`src/rtl/cen_pkg.sv`:
```
// Shared types for the speculative cache-enable generator.
package cen_pkg;

    // Bus-cycle tracking states.
    typedef enum logic [2:0] {
        ST_IDLE  = 3'd0,  // no cycle in progress
        ST_RSPEC = 3'd1,  // read, enable driven speculatively
        ST_RKEEP = 3'd2,  // read, decided cacheable
        ST_RDROP = 3'd3,  // read, decided non-cacheable
        ST_WRITE = 3'd4   // write cycle
    } bus_state_t;

endpackage

```
`src/rtl/cen_sync.sv`:
```
// Multi-flop synchronizer for the asynchronous region-decode input.
// Assumes: STAGES >= 1; the input may change at any time relative to clk.
module cen_sync #(
    parameter int STAGES = 2
) (
    input  logic clk,
    input  logic rst_n,
    input  logic d,
    output logic q
);

    generate
        if (STAGES == 1) begin : g_single
            logic s_r;
            // Single register stage.
            always_ff @(posedge clk) begin
                if (!rst_n) s_r <= 1'b0;
                else        s_r <= d;
            end
            assign q = s_r;
        end else begin : g_chain
            logic [STAGES-1:0] chain_r;
            // Shift the input through the flop chain.
            always_ff @(posedge clk) begin
                if (!rst_n) chain_r <= '0;
                else        chain_r <= {chain_r[STAGES-2:0], d};
            end
            assign q = chain_r[STAGES-1];
        end
    endgenerate

endmodule

```
`src/rtl/cen_region.sv`:
```
// Latches the cycle attributes at the address strobe and compares the
// latched address with the parameterised cacheable window.
// Assumes: addr and d_c are valid in the clock where capture is high.
module cen_region #(
    parameter int                ADDR_W = 32,
    parameter logic [ADDR_W-1:0] BASE   = '0,
    parameter logic [ADDR_W-1:0] MASK   = '0
) (
    input  logic              clk,
    input  logic              rst_n,
    input  logic              capture,
    input  logic [ADDR_W-1:0] addr,
    input  logic              d_c,
    output logic              in_region,
    output logic              is_data
);

    localparam logic [ADDR_W-1:0] MATCH = BASE & MASK;

    logic [ADDR_W-1:0] addr_q;

    // Hold address and access class for the whole cycle.
    always_ff @(posedge clk) begin
        if (!rst_n) begin
            addr_q  <= '0;
            is_data <= 1'b0;
        end else if (capture) begin
            addr_q  <= addr;
            is_data <= d_c;
        end
    end

    // Window compare on the latched address.
    always_comb begin
        in_region = ((addr_q & MASK) == MATCH);
    end

endmodule

```
`src/rtl/cen_counters.sv`:
```
// Counts T2 states since the strobe and ready strobes within a cycle.
// Both counters saturate at their all-ones value.
// Assumes: start and busy are never high together.
module cen_counters #(
    parameter int T2_W   = 2,
    parameter int BEAT_W = 3
) (
    input  logic              clk,
    input  logic              rst_n,
    input  logic              start,
    input  logic              busy,
    input  logic              brdy_n,
    output logic [T2_W-1:0]   t2cnt,
    output logic [BEAT_W-1:0] beats
);

    localparam logic [T2_W-1:0]   T2_MAX   = '1;
    localparam logic [BEAT_W-1:0] BEAT_MAX = '1;

    // T2 index: 1 in the first T2, then one per clock.
    always_ff @(posedge clk) begin
        if (!rst_n)                       t2cnt <= '0;
        else if (start)                   t2cnt <= T2_W'(1);
        else if (busy && t2cnt != T2_MAX) t2cnt <= t2cnt + 1'b1;
    end

    // Number of ready strobes already taken in this cycle.
    always_ff @(posedge clk) begin
        if (!rst_n)                                    beats <= '0;
        else if (start)                                beats <= '0;
        else if (busy && !brdy_n && beats != BEAT_MAX) beats <= beats + 1'b1;
    end

endmodule

```
`src/rtl/cache_enable_gen.sv`:
```
// Speculative cache-enable generator. Drives ken_n low from the first T2
// of every read and withdraws it after DECIDE_T2 T2 states if the
// synchronized decode says the cycle is not cacheable.
// Assumes: region_hit is stable from T1 for at least SYNC_STAGES clocks;
// DECIDE_T2 >= SYNC_STAGES; cycles are not pipelined.
module cache_enable_gen
    import cen_pkg::*;
#(
    parameter int                ADDR_W      = 32,
    parameter int                SYNC_STAGES = 2,
    parameter int                DECIDE_T2   = 2,
    parameter int                BEATS       = 4,
    parameter bit                CACHE_DATA  = 1'b1,
    parameter logic [ADDR_W-1:0] REGION_BASE = '0,
    parameter logic [ADDR_W-1:0] REGION_MASK = {1'b1, {(ADDR_W-1){1'b0}}}
) (
    input  logic              clk,
    input  logic              rst_n,
    input  logic              ads_n,
    input  logic [ADDR_W-1:0] addr,
    input  logic              w_r,
    input  logic              d_c,
    input  logic              region_hit,
    input  logic              brdy_n,
    input  logic              blast_n,
    output logic              ken_n,
    output logic              fill_capture
);

    localparam int                T2_W      = $clog2(DECIDE_T2 + 2);
    localparam int                BEAT_W    = $clog2(BEATS + 1);
    localparam logic [T2_W-1:0]   DECIDE_AT = T2_W'(DECIDE_T2);
    localparam logic [BEAT_W-1:0] BEAT_LIM  = BEAT_W'(BEATS);

    bus_state_t        state, state_nx;
    logic              start, busy, last_beat, decide, cacheable;
    logic              hit_sync, in_region, is_data;
    logic [T2_W-1:0]   t2cnt;
    logic [BEAT_W-1:0] beats;

    assign start     = (state == ST_IDLE) && !ads_n;
    assign busy      = (state != ST_IDLE);
    assign last_beat = !brdy_n && !blast_n;
    assign decide    = (state == ST_RSPEC) && (t2cnt == DECIDE_AT);

    cen_sync #(.STAGES(SYNC_STAGES)) u_sync (
        .clk   (clk),
        .rst_n (rst_n),
        .d     (region_hit),
        .q     (hit_sync)
    );

    cen_region #(
        .ADDR_W (ADDR_W),
        .BASE   (REGION_BASE),
        .MASK   (REGION_MASK)
    ) u_region (
        .clk       (clk),
        .rst_n     (rst_n),
        .capture   (start),
        .addr      (addr),
        .d_c       (d_c),
        .in_region (in_region),
        .is_data   (is_data)
    );

    cen_counters #(.T2_W(T2_W), .BEAT_W(BEAT_W)) u_cnt (
        .clk    (clk),
        .rst_n  (rst_n),
        .start  (start),
        .busy   (busy),
        .brdy_n (brdy_n),
        .t2cnt  (t2cnt),
        .beats  (beats)
    );

    // Final cacheability answer from the three qualifying conditions.
    always_comb begin
        cacheable = hit_sync && in_region && (!is_data || CACHE_DATA);
    end

    // Next-state selection for the bus-cycle tracker.
    always_comb begin
        state_nx = state;
        unique case (state)
            ST_IDLE:  if (start) state_nx = w_r ? ST_WRITE : ST_RSPEC;
            ST_RSPEC: begin
                if (last_beat)   state_nx = ST_IDLE;
                else if (decide) state_nx = cacheable ? ST_RKEEP : ST_RDROP;
            end
            ST_RKEEP, ST_RDROP, ST_WRITE: if (last_beat) state_nx = ST_IDLE;
            default:  state_nx = ST_IDLE;
        endcase
    end

    // State register.
    always_ff @(posedge clk) begin
        if (!rst_n) state <= ST_IDLE;
        else        state <= state_nx;
    end

    // Registered enable output: low only in speculative or kept reads.
    always_ff @(posedge clk) begin
        if (!rst_n) ken_n <= 1'b1;
        else        ken_n <= !((state_nx == ST_RSPEC) || (state_nx == ST_RKEEP));
    end

    // Capture strobe for each kept beat within the line length.
    always_comb begin
        fill_capture = (state == ST_RKEEP) && !brdy_n && (beats < BEAT_LIM);
    end

endmodule

```
`config.mk`:
```
export PLATFORM = sky130hd
export DESIGN_NAME = cache_enable_gen
export DESIGN_NICKNAME = d
export VERILOG_FILES = /design/src/rtl/cen_pkg.sv /design/src/rtl/cen_sync.sv /design/src/rtl/cen_region.sv /design/src/rtl/cen_counters.sv /design/src/rtl/cache_enable_gen.sv
export SDC_FILE = /design/constraint.sdc
export NUM_CORES = 1
export LEC_CHECK = 0
export BUFFER_PORTS_ARGS = -buffer_cell sky130_fd_sc_hd__buf_2
export CAP_MARGIN = 20
export CORE_MARGIN = 3
export CORE_UTILIZATION = 40
export DETAILED_ROUTE_END_ITERATION = 10
export HOLD_SLACK_MARGIN = 0.08
export PLACE_DENSITY = 0.8
export SYNTH_ARGS = -nofsm -noshare
export SYNTH_HDL_FRONTEND = slang
export SYNTH_SLANG_ARGS = --single-unit
```
`constraint.sdc`:
```
create_clock -name clk -period 2.75 [get_ports clk]
set_input_delay 0.4125 -clock clk [delete_from_list [all_inputs] [get_ports clk]]
set_output_delay 0.4125 -clock clk [all_outputs]
set_load 0.05 [all_outputs]
```
==> results.py <==
metrics = {
    "status": {
        "status": "finished clean",
    },
    "clock_network": {
        "cts_resized": 0,
        "clock_latency_ns": 0.26,
        "clk_path_buf_depth": 2,
        "cts.sinks": 12,
        "cts-buffers-inserted": 3,
        "post-cts-setup-buffers": 0,
        "cts_tree": "yes",
        "root_buffer": "clkbuf_4",
        "h-tree-depth": 1,
        "clk_pin_slew_worst_paths_ns": 0.06,
        "cts_hold_buf": 0,
    },
    "global_routing": {
        "grt_max_degree": 10,
        "grt_pass1_vias": 373,
        "met3_usage_pct": 2.542,
        "grtUsageTotal_pct": 10.95,
        "busiest_layer": "met2",
        "grt_use_met1_pct": 14.57,
        "gr-total-overflow": 0,
        "antenna_found_initial": 0,
        "grt_pass1_wl_um": 1524,
        "grt_util_met2_pct": 15.34,
    },
    "worst_setup_path": {
        "reg2reg_depth": 6,
        "reg2reg_slack_ns": 1.19,
        "worstPathRequired_ns": 2.34,
        "r2r-start": "u_cnt.t2cnt[0]$_SDFFE_PN0P_",
        "cp_max_fo": 7,
        "cp-endpoint": "fill_capture",
        "crit_arrival_ns": 1.39,
        "crit_path_start": "state[1]$_SDFF_PN0_",
        "rr_endpoint": "ken_n$_SDFF_PN1_",
        "cp-start-kind": "register",
        "endpoint_kind": "output port",
        "timing_worst_setup_path_type": "reg -> out",
    },
    "sta": {
        "rsz0062_at_grt": "false",
        "fin_skew_ns": 0.002048,
        "finalHoldViolations": 0,
        "max_freq_mhz": 554.0,
        "setup_viol": 0,
        "tns_ns": 0,
        "slew_headroom_pct": 72.16,
        "drv_slew": 0,
        "tightest_slew_ns": 0.4143,
        "fin_crit_sh_pct": 65.63,
        "fin_crit_ns": 1.805,
    },
    "synth": {
        "synth.distinct_cells": 25,
        "synth_common_cells": "dfxtp_1 (12), nor2_1 (7), and2_1 (4), ha_1 (4)",
        "yosysSeqAreaShare_pct": 43.54,
        "synth_edf_count": 0,
        "netlist.top_cell.by_area": "dfxtp_1",
        "yosys_warnings": 0,
        "async_flop_share_pct": 0,
        "yosysMostFrequentCell": "dfxtp_1",
        "synthFlopType": "dfxtp_1",
        "synth_area_um2": 551.8,
        "yosys-top-cells-area": "dfxtp_1 (44%), ha_1 (9.1%), mux2i_1 (5.4%), nor2_1 (4.8%), and2_1 (4.5%)",
        "syn_area_per_cell_um2": 10.03,
        "synth_cells": 55,
        "syn-num-nets": 99,
        "ys_ff_latch": 12,
        "synth_top_cell_area_share_pct": 43.54,
    },
    "cells_and_area": {
        "fillers": 116,
        "syn2layout_area_growth_pct": 14.74,
        "fin_area_um2": 633.1,
        "final_layout_size_suffix_gt1_share_pct": 24.24,
        "n_antenna_cell": 0,
        "fin_nets": 112,
    },
    "pwr": {
        "leakagePower_uw": 0.0002956,
        "powerDensity_mw_per_mm2": 546.3,
        "irDropWorstVdd_mv": 0.2797,
        "p_sw_uw": 86.74,
        "p_sw_share_pct": 25.08,
        "seq_power_share_pct": 55.4,
        "combPwrFrac_pct": 15.1,
        "clkPwrFrac_pct": 29.5,
        "p_int_uw": 259.1,
    },
    "placed_design": {
        "gp_congestion": 0.7560,
        "hpwl_um": 679,
        "io_buffers": 9,
        "place_area_um2": 610.6,
    },
    "floorplan": {
        "initial_utilization_pct": 45.94,
        "io_pins": 42,
        "core_area_mm2": 0.001201,
        "die_h_um": 43.14,
        "die_w_um": 43.14,
        "die_area_mm2": 0.001861,
        "rows": 12,
    },
    "route": {
        "first_iter_violations": 5,
        "drc": 0,
        "drt_first_pass_iters": 4,
        "ant_nets": 0,
        "viasPerCell": 5.025,
        "vias": 402,
        "wl_per_cell_um": 10.95,
        "wirelength_um": 876,
    },
    "hold_path": {
        "hp-class": "in -> reg",
    },
    "run": {
        "maxCapViolations": 0,
    },
}
per-layer routing:
layer / wire, um / share of wire [%]
met5: 0 / 0
met4: 8 / 0.91
met3: 59 / 6.7
met2: 334 / 38
met1: 474 / 54
worst max-delay path, stage by stage, from the launching register on:
cell and delay (ns):
dfxtp_1 0.42, or2b_1 0.24, nor4_1 0.16, buf_2 0.31
layout make-up:
type | instances | area (um^2) | share of cell area (%)
Multi-Input combinational cell | 41 | 304.0 | 48.02
Sequential cell | 12 | 240.2 | 37.94
Timing Repair Buffer | 9 | 45.04 | 7.115
Clock buffer | 3 | 22.52 | 3.557
Tap cell | 14 | 17.52 | 2.767
Inverter | 1 | 3.754 | 0.5929
state kept, by name, summed over array words and instances (netlist names):
name	flops
state	3
u_cnt.beats	3
ken_n	1
u_cnt.t2cnt	2
u_region.addr_q	1
u_sync.g_chain.chain_r	2
kinds of logic (layout without fill, tap and decap cells):
family	count (synthesis)	in the layout	synth area share, %
compound gates	7	7	10.21
xor+xnor	2	2	3.175
fa+ha+maj	4	4	9.071
buf+inv	2	13	1.359
flops	12	12	43.54
mux	3	3	5.442
simple gates	25	25	27.21
how the worst min path moves through the flow:
stage	from	cells after the start	endpoint
2_1_floorplan	u_sync.g_chain.chain_r[0]$_SDFF_PN0_	1	u_sync.g_chain.chain_r[1]$_SDFF_PN0_
3_3_place_gp	u_sync.g_chain.chain_r[0]$_SDFF_PN0_	1	u_sync.g_chain.chain_r[1]$_SDFF_PN0_
3_5_place_dp	u_sync.g_chain.chain_r[0]$_SDFF_PN0_	1	u_sync.g_chain.chain_r[1]$_SDFF_PN0_
4_1_cts	region_hit	2	u_sync.g_chain.chain_r[0]$_SDFF_PN0_
5_1_grt	region_hit	2	u_sync.g_chain.chain_r[0]$_SDFF_PN0_
6_report	region_hit	2	u_sync.g_chain.chain_r[0]$_SDFF_PN0_
power by group through the flow:
stage | Sequential [uW] | Clock (uW) | Combinational, uW
floorplan | 198 | 0 | 35.7
global placement | 195 | 0 | 51.3
detailed placement | 196 | 0 | 52.4
CTS | 192 | 104 | 52.8
global route | 193 | 111 | 58.9
finish | 192 | 102 | 52.2
placed cells by master (no fill, tap or decap), drive strengths merged:
cell / count
o22ai: 1
nor2b: 3
nand2b: 1
mux2i: 3
o311ai: 1
inv: 1
nor3: 2
and2: 5
nor2: 7
or3: 1
a21o: 1
or2b: 1
clkbuf: 3
nor4: 1
dfxtp: 12
xor2: 2
nand2: 1
o32ai: 1
nor4b: 1
and4bb: 1
a21oi: 2
buf: 9
ha: 4
a211oi: 1
or4: 1
through the flow:
step	cells	setup slack (ns)	total power, uW	hold WS, ns	util, %
4_1_cts	80	0.9446	348.7	0.3507	52.71
3_5_place_dp	77	1.178	248.1	0.4272	50.83
5_1_grt	80	0.8844	362.9	0.3653	52.71
3_3_place_gp	77	1.190	246.2	0.4176	50.83
2_1_floorplan	55	0.2758	233.3	0.4118	-
6_report	80	0.9451	345.9	0.3542	52.71
No activity file was read; power rests on OpenSTA's default activity.
